$ cat src/rtl/epp_hs_pkg.sv
package epp_hs_pkg;

  typedef enum logic [1:0] {
    ST_IDLE = 2'd0,
    ST_QUAL = 2'd1,
    ST_STRB = 2'd2,
    ST_XFER = 2'd3
  } hs_state_e;

  // Round a duration up to whole clock cycles.
  function automatic int unsigned ns_to_cyc(input int unsigned ns, input int unsigned mhz);
    return (ns * mhz + 999) / 1000;
  endfunction

endpackage

$ cat src/rtl/epp_busy_filter.sv
module epp_busy_filter #(
  parameter int unsigned SETTLE_CYC = 15
) (
  input  logic clk,
  input  logic rst_n,
  input  logic busy_i,
  output logic low_ok_o,
  output logic high_ok_o
);
  localparam int unsigned CW = $clog2(SETTLE_CYC + 1);
  localparam logic [CW-1:0] SAT = CW'(SETTLE_CYC);

  logic          sync1_q, sync2_q;
  logic [CW-1:0] cnt_q, cnt_nxt;

  always_comb begin
    if (sync1_q != sync2_q)  cnt_nxt = '0;
    else if (cnt_q == SAT)   cnt_nxt = cnt_q;
    else                     cnt_nxt = cnt_q + 1'b1;
  end

  always_ff @(posedge clk or negedge rst_n) begin
    if (!rst_n) begin
      sync1_q <= 1'b1;
      sync2_q <= 1'b1;
      cnt_q   <= '0;
    end else begin
      sync1_q <= busy_i;
      sync2_q <= sync1_q;
      cnt_q   <= cnt_nxt;
    end
  end

  assign low_ok_o  = !sync2_q && (cnt_q == SAT);
  assign high_ok_o =  sync2_q && (cnt_q == SAT);

  // A qualified low level must have been low on the previous cycle too.
  assert_low_held_R11: assert property (@(posedge clk) disable iff (!rst_n)
    low_ok_o |-> !$past(sync2_q));
  assert_high_held_R4: assert property (@(posedge clk) disable iff (!rst_n)
    high_ok_o |-> $past(sync2_q));

endmodule

$ cat src/rtl/epp_tmo_timer.sv
module epp_tmo_timer #(
  parameter int unsigned TMO_CYC = 2500000
) (
  input  logic clk,
  input  logic rst_n,
  input  logic run_i,
  output logic expire_o
);
  localparam int unsigned TW = $clog2(TMO_CYC + 1);
  localparam logic [TW-1:0] LAST = TW'(TMO_CYC - 1);

  logic [TW-1:0] cnt_q, cnt_nxt;
  logic          cnt_en;

  assign cnt_en  = run_i && (cnt_q != LAST);
  assign cnt_nxt = run_i ? cnt_q + 1'b1 : '0;

  always_ff @(posedge clk or negedge rst_n) begin
    if (!rst_n)                 cnt_q <= '0;
    else if (cnt_en || !run_i)  cnt_q <= cnt_nxt;
  end

  assign expire_o = run_i && (cnt_q == LAST);

  // The first cycle of a run can never be the expiry cycle.
  assert_no_early_expire_R5: assert property (@(posedge clk) disable iff (!rst_n)
    (run_i && !$past(run_i)) |-> !expire_o);

endmodule

$ cat src/rtl/epp_hs_fsm.sv
module epp_hs_fsm
  import epp_hs_pkg::*;
(
  input  logic       clk,
  input  logic       rst_n,
  input  logic       io_req,
  input  logic [2:0] io_addr,
  input  logic       io_write,
  input  logic       mode_en,
  input  logic       low_ok,
  input  logic       high_ok,
  input  logic       tmo_exp,
  output logic       active_o,
  output logic       tmo_hit_o,
  output logic       host_rdy,
  output logic       wr_strb_n,
  output logic       addr_strb_n,
  output logic       data_strb_n,
  output logic       data_chg_en
);
  hs_state_e st_q, st_nxt;
  logic      req_q;
  logic      is_addr_q, is_wr_q;
  logic      start_hit, done_hit;

  assign start_hit = (st_q == ST_IDLE) && mode_en && io_req && !req_q
                     && (io_addr >= 3'd3);
  assign done_hit  = (st_q == ST_XFER) && high_ok;
  assign tmo_hit_o = (st_q != ST_IDLE) && tmo_exp && !done_hit && mode_en;

  always_comb begin
    st_nxt = st_q;
    unique case (st_q)
      ST_IDLE: if (start_hit) st_nxt = low_ok ? ST_STRB : ST_QUAL;
      ST_QUAL: if (low_ok)    st_nxt = ST_STRB;
      ST_STRB:                st_nxt = ST_XFER;
      ST_XFER: if (high_ok)   st_nxt = ST_IDLE;
      default:                st_nxt = ST_IDLE;
    endcase
    if (st_q != ST_IDLE && (tmo_exp || !mode_en)) st_nxt = ST_IDLE;
  end

  always_ff @(posedge clk or negedge rst_n) begin
    if (!rst_n) begin
      st_q      <= ST_IDLE;
      req_q     <= 1'b0;
      is_addr_q <= 1'b0;
      is_wr_q   <= 1'b0;
    end else begin
      st_q  <= st_nxt;
      req_q <= io_req;
      if (start_hit) begin
        is_addr_q <= (io_addr == 3'd3);
        is_wr_q   <= io_write;
      end
    end
  end

  logic phase_on;
  assign phase_on    = (st_q == ST_STRB) || (st_q == ST_XFER);
  assign active_o    = (st_q != ST_IDLE);
  assign host_rdy    = !(active_o || start_hit);
  assign data_chg_en = phase_on && is_wr_q;
  assign wr_strb_n   = !(phase_on && is_wr_q);
  assign addr_strb_n = !((st_q == ST_XFER) && is_addr_q);
  assign data_strb_n = !((st_q == ST_XFER) && !is_addr_q);

  assert_phase_after_low_R2: assert property (@(posedge clk) disable iff (!rst_n)
    (phase_on && !$past(phase_on)) |-> $past(low_ok));
  assert_wait_when_unsettled_R2: assert property (@(posedge clk) disable iff (!rst_n)
    (start_hit && !low_ok && !tmo_exp) |=> (st_q == ST_QUAL));
  assert_release_on_high_R4: assert property (@(posedge clk) disable iff (!rst_n)
    done_hit |=> (host_rdy && addr_strb_n && data_strb_n && wr_strb_n));
  assert_strobe_exclusive_R3: assert property (@(posedge clk) disable iff (!rst_n)
    !(!addr_strb_n && !data_strb_n));
  assert_abort_idles_R10: assert property (@(posedge clk) disable iff (!rst_n)
    tmo_hit_o |=> (st_q == ST_IDLE));

endmodule

$ cat src/rtl/epp_hs_ctrl.sv
module epp_hs_ctrl
  import epp_hs_pkg::*;
#(
  parameter int unsigned CLK_MHZ    = 250,
  parameter int unsigned SETTLE_NS  = 60,
  parameter int unsigned TIMEOUT_US = 10000
) (
  input  logic       clk,
  input  logic       rst_n,
  input  logic       io_req,
  input  logic [2:0] io_addr,
  input  logic       io_write,
  input  logic       busy,
  input  logic       mode_en,
  input  logic       ctl_wr,
  input  logic       ctl_wbit0,
  output logic       host_rdy,
  output logic       wr_strb_n,
  output logic       addr_strb_n,
  output logic       data_strb_n,
  output logic       data_chg_en,
  output logic       tmo_flag
);
  localparam int unsigned SETTLE_CYC = ns_to_cyc(SETTLE_NS, CLK_MHZ);
  localparam int unsigned TMO_CYC    = TIMEOUT_US * CLK_MHZ;

  logic low_ok, high_ok, tmo_exp, active, tmo_hit;
  logic flag_q, flag_nxt;

  epp_busy_filter #(.SETTLE_CYC(SETTLE_CYC)) u_filt (
    .clk(clk), .rst_n(rst_n), .busy_i(busy),
    .low_ok_o(low_ok), .high_ok_o(high_ok)
  );

  epp_tmo_timer #(.TMO_CYC(TMO_CYC)) u_tmo (
    .clk(clk), .rst_n(rst_n), .run_i(active), .expire_o(tmo_exp)
  );

  epp_hs_fsm u_fsm (
    .clk(clk), .rst_n(rst_n), .io_req(io_req), .io_addr(io_addr),
    .io_write(io_write), .mode_en(mode_en), .low_ok(low_ok),
    .high_ok(high_ok), .tmo_exp(tmo_exp), .active_o(active),
    .tmo_hit_o(tmo_hit), .host_rdy(host_rdy), .wr_strb_n(wr_strb_n),
    .addr_strb_n(addr_strb_n), .data_strb_n(data_strb_n),
    .data_chg_en(data_chg_en)
  );

  // Priority: mode disable clears, then a timeout sets, then write-one clears.
  always_comb begin
    flag_nxt = flag_q;
    if (!mode_en)                flag_nxt = 1'b0;
    else if (tmo_hit)            flag_nxt = 1'b1;
    else if (ctl_wr && ctl_wbit0) flag_nxt = 1'b0;
  end

  always_ff @(posedge clk or negedge rst_n) begin
    if (!rst_n) flag_q <= 1'b0;
    else        flag_q <= flag_nxt;
  end

  assign tmo_flag = flag_q;

  assert_flag_from_abort_R6: assert property (@(posedge clk) disable iff (!rst_n)
    $rose(tmo_flag) |-> $past(active));
  assert_flag_off_disabled_R8: assert property (@(posedge clk) disable iff (!rst_n)
    !mode_en |=> !tmo_flag);
  assert_flag_sticky_R7: assert property (@(posedge clk) disable iff (!rst_n)
    ($past(tmo_flag) && mode_en && !$past(ctl_wr && ctl_wbit0) && $past(mode_en)) |-> tmo_flag);

endmodule

$ cat config.mk
export PLATFORM = sky130hd
export DESIGN_NAME = epp_hs_ctrl
export DESIGN_NICKNAME = d
export VERILOG_FILES = /design/src/rtl/epp_hs_pkg.sv /design/src/rtl/epp_busy_filter.sv /design/src/rtl/epp_tmo_timer.sv /design/src/rtl/epp_hs_fsm.sv /design/src/rtl/epp_hs_ctrl.sv
export SDC_FILE = /design/constraint.sdc
export NUM_CORES = 1
export LEC_CHECK = 0
export BUFFER_PORTS_ARGS = -buffer_cell sky130_fd_sc_hd__buf_2
export CAP_MARGIN = 20
export CORE_MARGIN = 2
export CORE_UTILIZATION = 40
export CTS_CLUSTER_SIZE = 24
export DETAILED_ROUTE_END_ITERATION = 16
export GPL_TIMING_DRIVEN = 0
export HOLD_SLACK_MARGIN = 0.15
export SYNTH_ARGS = -nofsm -noshare
export SYNTH_HDL_FRONTEND = slang
export SYNTH_SLANG_ARGS = --single-unit
$ cat constraint.sdc
create_clock -name clk -period 2.02 [get_ports clk]
set_input_delay 0.404 -clock clk [delete_from_list [all_inputs] [get_ports clk]]
set_output_delay 0.404 -clock clk [all_outputs]
set_load 0.01 [all_outputs]
# Word-level counts from Yosys, hierarchy flattened
# Index checks and enable logic that the tools add are counted.
[op_classes]
n_mux = 12
eq_ne = 13
order_cmp = 1
reduce_logical = 34
add_sub_neg = 2
[ops]
columns = ["op", "count"]
rows = [
  ["22-bit by 1-bit adder with 22-bit output, second input constant", 1],
  ["22-bit equality test, second input constant", 1],
  ["22-bit two-way mux", 1],
  ["22-bit inequality test, second input constant", 1],
  ["1-bit logical AND", 17],
  ["1-bit logical NOT", 10],
  ["2-bit two-way mux", 5],
  ["3-bit by 1-bit inequality test with 1-bit output, second input constant", 3],
  ["4-bit two-way mux", 2],
  ["2-bit case mux with 4 select lines", 1],
  ["4-bit by 1-bit adder with 4-bit output, second input constant", 1],
  ["2-bit equality test, second input constant", 2],
  ["4-bit equality test, second input constant", 1],
  ["1-bit logical OR", 4],
  ["3-bit by 2-bit equality test with 1-bit output, second input constant", 1],
  ["3-bit by 2-bit greater-or-equal comparator with 1-bit output, second input constant", 1],
  ["1-bit two-way mux", 3],
  ["3-bit by 2-bit inequality test with 1-bit output, second input constant", 1],
  ["3-bit AND reduction", 1],
  ["2-bit by 1-bit equality test with 1-bit output, second input constant", 1],
  ["2-bit logical NOT", 1],
  ["2-bit by 1-bit inequality test with 1-bit output, second input constant", 1],
  ["2-bit nonzero test", 1],
  ["1-bit inequality test", 1],
]
[word_totals]
reg_bits = 34
word_cells = 71

# Depth between registers and ports, before layout
# Gate-level depths: netlist of run 1.
[logic_depth]
word_depth = 8
ltp_mapped = 7
depth_no_buf = 7

# Modules after synthesis
# Synthesis of run 1 repeated with hierarchy kept, for this count alone.
[hier_totals]
cells_unflattened = 203
area_unflattened_um2 = 1921.8
[by_module_without_submodules]
columns = ["mod", "area_each_um2", "cells_per_inst", "seq_area_each_um2", "instances"]
rows = [
  ["epp_tmo_timer", 1243.7, 134, 550.5, 1],
  ["epp_hs_fsm", 376.6, 41, 125.1, 1],
  ["epp_busy_filter", 261.5, 24, 152.6, 1],
  ["epp_hs_ctrl", 40.0, 4, 25.0, 1],
]

# Worst setup path after synthesis of run 1
# Ideal clock, no wire load.
[synth_path]
kind = "register to register"
from = "register u_tmo.cnt_q[0]"
to = "register u_tmo.cnt_q[1]"
path_buffers = 0
setup_ns = 0.132
arrival_time_ns = 1.634
slack_ns = 0.254
synth_period_minus_slack_ns = 1.766
stages_incl_launch_ff = 7
required_time_ns = 1.888
cell_sequence = "dfrtp_1 > ha_1 > and4_4 > nand2_2 > nor4_4 > mux2i_1 > nor2_1"
[synth_between]
elab_chain_cells = 3
[synth_rtl]
columns = ["item", "line_no", "source"]
rows = [
  ["start, declared", "epp_tmo_timer.sv:12", "logic [TW-1:0] cnt_q, cnt_nxt;"],
  ["start signal, assigned", "epp_tmo_timer.sv:20", "else if (cnt_en || !run_i) cnt_q <= cnt_nxt;"],
  ["branches (longest 3 deep; another with 22-bit by 1-bit adder with 22-bit output)", "--", ""],
]
# Several ways; the timed one is not identified.
# A chain may end at the register's enable or synchronous reset.

# Worst setup path after layout of run 1
[layout_path]
from = "register u_fsm.st_q[0]"
to = "output port host_rdy"
[layout_between]
elab_chain_cells = 7
[layout_rtl]
columns = ["item", "line_no", "source"]
rows = [
  ["start, declared", "epp_hs_fsm.sv:21", "hs_state_e st_q, st_nxt;"],
  ["start signal, assigned", "epp_hs_fsm.sv:50", "st_q <= st_nxt;"],
  ["2-bit logical NOT", "epp_hs_fsm.sv:26", "assign start_hit = (st_q == ST_IDLE) && mode_en && io_req && !req_q"],
  ["1-bit logical AND (3 in series)", "epp_hs_fsm.sv:26", ""],
  ["1-bit logical AND", "epp_hs_fsm.sv:27", "&& (io_addr >= 3'd3);"],
  ["1-bit logical OR (*)", "epp_hs_fsm.sv:62", "assign host_rdy = !(active_o || start_hit);"],
  ["1-bit logical NOT (*)", "epp_hs_fsm.sv:62", ""],
  ["end, declared", "epp_hs_ctrl.sv:17", "output logic host_rdy,"],
]
# Mark *: on every way between the ends. The rest lies on a longest branch, timed or not.

==> results of run 1 <==
[Yosys cell counts (all sizes together) (3+ instances only)]
library cell  count
nor2             26
xor2              9
nand2b            3
dfrtp            32
and3              5
xnor2             7
or3               4
inv               6
ha                7
nor3              4
o21ai             5
a31oi             4
nand3            10
clkbuf            3
a21oi             8
nand2            16
and4              5
[metrics by stage]
step	total power, mW	setup WS (ns)	std cells
after floorplan	1.21	0.254	180
after global placement	1.37	0.0384	248
after detailed placement	1.39	0.0351	248
after CTS	1.91	0.0129	257
after global routing	2.09	-0.0118	264
final	1.93	0.0583	264
[metal layers]
layer / share of wire [%] / GRT usage (%) / up-vias
met3: 4.8 / 5.05 / 2
met2: 48 / 26.0 / 29
li1: - / - / 691
met5: 0 / 0 / -
met1: 47 / 20.6 / 659
met4: 0.35 / 4.27 / 0
[flip-flops by register name, indices dropped and copies added (netlist names)]
signal           flops
u_tmo.cnt_q         22
u_filt.cnt_q         4
u_fsm.st_q           2
tmo_flag             1
u_filt.sync1_q       1
u_filt.sync2_q       1
u_fsm.is_addr_q      1
u_fsm.is_wr_q        1
u_fsm.req_q          1
[worst paths after layout]
kind	start	end	slack, ns	cells past startpoint
max	u_fsm.st_q[0]	host_rdy	0.06	6
min	rst_n	u_tmo.cnt_q[11]	0.19	1
max reg2reg	u_tmo.cnt_q[0]	u_tmo.cnt_q[5]	0.22	7
min reg2reg	u_filt.sync1_q	u_filt.sync2_q	0.38	0
max in group asynchronous	rst_n	u_tmo.cnt_q[3]	1.36	1
min in group clk	busy	u_filt.sync1_q	0.22	1
[cell families (layout without fill, tap and decap cells)]
logic type | count (synthesis) | after routing | synth area share, %
simple gates | 85 | 85 | 26.1
flops | 34 | 34 | 48.2
compound gates | 25 | 25 | 8.42
xor+xnor | 16 | 16 | 7.92
buf+inv | 9 | 41 | 1.98
fa+ha+maj | 7 | 7 | 4.95
mux | 4 | 4 | 2.40
[power breakdown]
| part | total (mW) | switching [mW] | leakage (nW) | internal (mW) |
|---|---|---|---|---|
| combinational | 0.634 | 0.360 | 0.434 | 0.274 |
| sequential | 0.829 | 0.0735 | 0.457 | 0.755 |
| clock | 0.466 | 0.221 | 0.0395 | 0.245 |
[area by class of cell]
type | count | area [um2] | share of cell area [%]
Inverter | 6 | 22.5 | 1.09
Clock buffer | 8 | 80.1 | 3.86
Sequential cell | 34 | 853 | 41.1
Multi-Input combinational cell | 137 | 901 | 43.4
Buffer | 3 | 12.5 | 0.603
Timing Repair Buffer | 24 | 140 | 6.76
Tap cell | 52 | 65.1 | 3.14
[timing repair]
| action | CTS | global route |
|---|---|---|
| endpoints found under the setup margin | 1 | 10 |
| hold endpoints to repair | 0 | 0 |
| pin swaps | 1 | 3 |
| buffers inserted | 1 | 7 |
| resized for setup | 6 | 0 |
==> flow_summary.json, run 1 <==
{
  "via_per_inst": 5.23,
  "routedWlPerCell_um": 13.1,
  "final_cell_mix": "32 x dfrtp_1, 26 x nor2_1, 16 x buf_2",
  "fillers": 413,
  "timing.final.crit_period_ns": 1.96,
  "ys_types": 41,
  "mostFrequentLayoutCell": "dfrtp_1",
  "postRouteAntennaNets": 0,
  "cts_sinks": 34,
  "ys_seq_area_share_pct": 48.2,
  "finalSetupViolations": 0,
  "numPortBuffers": 16,
  "ys_async_sr_fraction_pct": 100,
  "stdcell_area_um2": 2070,
  "die_w_um": 70.5,
  "clockBufferDepth": 2,
  "start_util_pct": 41.2,
  "irDropWorstVdd_mv": 0.636,
  "synth_flop_cell": "dfrtp_1",
  "final.setup.tns_ns": 0,
  "grt_max_degree": 35,
  "cp.required_ns": 1.62,
  "critPathMaxFanout": 4,
  "cp_slowest_cell": "dfrtp_1",
  "synth_top_area_share_pct": 45.3,
  "io_pins": 17,
  "end_kind": "output port",
  "leakagePower_nw": 0.931,
  "die_h_um": 70.5,
  "root_buffer": "clkbuf_8",
  "whs_ns": 0.190,
  "numCtsBuffers": 5,
  "netlist_area_um2": 1770,
  "max_freq_ghz": 0.510,
  "hold_viol": 0,
  "first_iter_violations": 35,
  "ys_seq_elements": 34,
  "clock_latency_ns": 0.28,
  "yosys_warnings": 0,
  "finClkSkew_ns": 0.00649,
  "status": "finished clean",
  "antenna_found_initial": 0,
  "rows": 24,
  "slew_headroom_pct": 50.4,
  "grt_use_total_pct": 15.9,
  "gp_congestion": 0.888,
  "cts_tree": "built",
  "holdBufCountCts": 0,
  "hold_path_class": "input port to async pin",
  "cp_data_arrival_time_ns": 1.56,
  "grt_pass1_vias": 1401,
  "maxCapViolCount": 0,
  "yosysTopAreaCell": "dfrtp_1",
  "die-area_um2": 4970,
  "crit_type": "register to output port",
  "num_vias": 1381,
  "syn_area_per_cell_um2": 9.83,
  "nets": 229,
  "firstDrtPassIters": 4,
  "htree_levels": 2,
  "cpPeakStageDelay_ns": 0.42,
  "route.detailed.drc": 0,
  "worstPathCellList": "inv_2 > ha_4 > and4b_1 > nor2b_4 > nor2_1 > buf_2",
  "synth_area_leaders": "dfrtp_1 45%, nor2_1 5.5%, ha_1 5.0%, xor2_1 4.5%, xnor2_1 3.5%",
  "drive_above_1_share_pct": 20.3,
  "grt_pass1_wl_um": 6330,
  "finalMaxSlewViolations": 0,
  "worstMarginPinSlew_ns": 0.745,
  "grt.overflow.total": 0,
  "critical-path-top-delay-family": "simple AND/OR/NAND/NOR gates",
  "power_density_nw_per_um2": 930,
  "final_util_pct": 48.3,
  "start_kind": "register",
  "syn_nets": 198,
  "post_dp_cell_area_um2": 1910,
  "clk_pin_slew_worst_paths_ns": 0.06,
  "synth_edf_count": 0,
  "area_growth_syn_to_layout_pct": 17.3,
  "syn_inst": 180,
  "wirelength_um": 3460,
  "dp_hpwl_um": 2490,
  "antennaDiodeCount": 0,
  "core_area_um2": 4290,
  "critPathBufInv": 2,
  "period_share_pct": 97.1
}
No activity file was read; power rests on OpenSTA's default activity.
==> run 2, diff against run 1 <==
- MAX_ROUTING_LAYER: default -> met4
==> run 2 against run 1 <==
- sequential power about the same
- hold slack got worse by 0.0016 ns
- clock power about the same
- sequential share of layout area unchanged
- global-route usage increased by 0.49 points
- worst setup slack about the same
- largest power group unchanged
- highest routed layer unchanged
- register-to-register slack about the same
- combinational power about the same
- clock skew decreased by 0.0010 ns
- first-iteration DRC count unchanged
- cell count unchanged
- critical path depth unchanged
==> flow_summary.json, run 2 (synthesis gave the netlist of run 1 again) <==
{
  "regMostFlops": "u_tmo.cnt_q",
  "stdcell_count": 264,
  "rows": 24,
  "hold_path_class": "input port to async pin",
  "start_util_pct": 41.2,
  "nets": 229,
  "final_util_pct": 48.3,
  "worstMarginPinSlew_ns": 0.744,
  "die-area_um2": 4970,
  "numPortBuffers": 16,
  "routedWlPerCell_um": 13.1,
  "maxCapViolCount": 0,
  "via_per_inst": 5.24,
  "period_share_pct": 97.1,
  "num_vias": 1383,
  "antennaDiodeCount": 0,
  "end_kind": "output port",
  "clock_latency_ns": 0.28,
  "start_kind": "register",
  "irDropWorstVdd_mv": 0.637,
  "route.detailed.drc": 0,
  "largest_register_ffs": 22,
  "area_growth_syn_to_layout_pct": 17.3,
  "whs_ns": 0.188,
  "cp_data_arrival_time_ns": 1.56,
  "gp_congestion": 0.903,
  "final.setup.tns_ns": 0,
  "numCtsBuffers": 5,
  "finalSetupViolations": 0,
  "cts_tree": "built",
  "drive_above_1_share_pct": 20.3,
  "dp_hpwl_um": 2490,
  "grt_pass1_wl_um": 6300,
  "cts_sinks": 34,
  "cp_slowest_cell": "dfrtp_1",
  "fillers": 413,
  "finClkSkew_ns": 0.00549,
  "rrSetupSlack_ns": 0.22,
  "grt.overflow.total": 0,
  "hold_viol": 0,
  "dp_slack_ns": 0.0351,
  "mostFrequentLayoutCell": "dfrtp_1",
  "status": "finished clean",
  "core_area_um2": 4290,
  "grt_use_total_pct": 16.4,
  "clockBufferDepth": 2,
  "placed_cells": 248,
  "antenna_found_initial": 0,
  "holdBufCountCts": 0,
  "io_pins": 17,
  "firstDrtPassIters": 4,
  "final_cell_mix": "32 x dfrtp_1, 26 x nor2_1, 16 x buf_2",
  "max_freq_ghz": 0.510,
  "grt_max_degree": 35,
  "cpPeakStageDelay_ns": 0.42,
  "die_w_um": 70.5,
  "timing.final.crit_period_ns": 1.96,
  "die_h_um": 70.5,
  "leakagePower_nw": 0.931,
  "cp.required_ns": 1.62,
  "top_regs": "u_tmo.cnt_q: 22 flops, u_filt.cnt_q: 4 flops, u_fsm.st_q: 2 flops",
  "finalMaxSlewViolations": 0,
  "grt_pass1_vias": 1405,
  "wirelength_um": 3460,
  "setup_ws_ns": 0.0579,
  "crit_type": "register to output port",
  "power_density_nw_per_um2": 930,
  "clk_pin_slew_worst_paths_ns": 0.06,
  "root_buffer": "clkbuf_8",
  "critPathMaxFanout": 4,
  "postRouteAntennaNets": 0,
  "worstPathCellList": "inv_2 > ha_4 > and4b_1 > nor2b_4 > nor2_1 > buf_2",
  "first_iter_violations": 35,
  "slew_headroom_pct": 50.4,
  "htree_levels": 2
}
## run 2: cell counts in the layout (fill, tap and decap cells not counted)
No cell type changed its count.
## run 2: worst paths after layout
| kind | to | cells after the start | startpoint |
|---|---|---|---|
| max | host_rdy | 6 | u_fsm.st_q[0] |
| min | u_tmo.cnt_q[11] | 1 | rst_n |
| min reg2reg | u_filt.sync2_q | 0 | u_filt.sync1_q |
| max reg2reg | u_tmo.cnt_q[5] | 7 | u_tmo.cnt_q[0] |
| min in group clk | u_filt.sync1_q | 1 | busy |
| max in group asynchronous | u_tmo.cnt_q[3] | 1 | rst_n |
## run 2: metrics by stage
| stage | power [mW] | cell area (um2) |
|---|---|---|
| 6_report | 1.93 | 2070 |
| 3_5_place_dp | 1.39 | 1910 |
| 5_1_grt | 2.09 | 2070 |
| 4_1_cts | 1.91 | 2020 |
| 2_1_floorplan | 1.21 | 1770 |
| 3_3_place_gp | 1.37 | 1910 |
## run 2: area by class of cell
type	count	area (um2)	area share [%]
Clock buffer	8	80.1	3.86
Sequential cell	34	853	41.1
Inverter	6	22.5	1.09
Tap cell	52	65.1	3.14
Timing Repair Buffer	24	140	6.76
Multi-Input combinational cell	137	901	43.4
Buffer	3	12.5	0.603
## run 2: metal layers
metal | track usage (%) | vias to the layer above | wire length, um
li1 | - | 690 | -
met5 | - | - | 0
met2 | 26.0 | 27 | 1650
met1 | 20.8 | 662 | 1630
met3 | 4.76 | 4 | 153
met4 | 4.27 | 0 | 34
## run 2: report_power, final
| part | total, mW | leakage [nW] | internal (mW) | switching, mW |
|---|---|---|---|---|
| Clock | 0.467 | 0.0395 | 0.245 | 0.222 |
| Combinational | 0.634 | 0.434 | 0.274 | 0.360 |
| Sequential | 0.829 | 0.457 | 0.755 | 0.0733 |
| Total | 1.93 | 0.931 | 1.27 | 0.656 |
## run 2: timing repair
action | CTS | global route
hold endpoints to repair | 0 | 0
buffers inserted | 1 | 7
setup endpoints to repair | 1 | 10
resized for setup | 6 | 0
pin swaps | 1 | 3
## run 2: worst max-delay path, delay by kind of cell (launching register included)
kind,cells,cell delay (ns)
simple gates,3,0.47
fa+ha+maj,1,0.14
flops,1,0.42
buf+inv,2,0.25
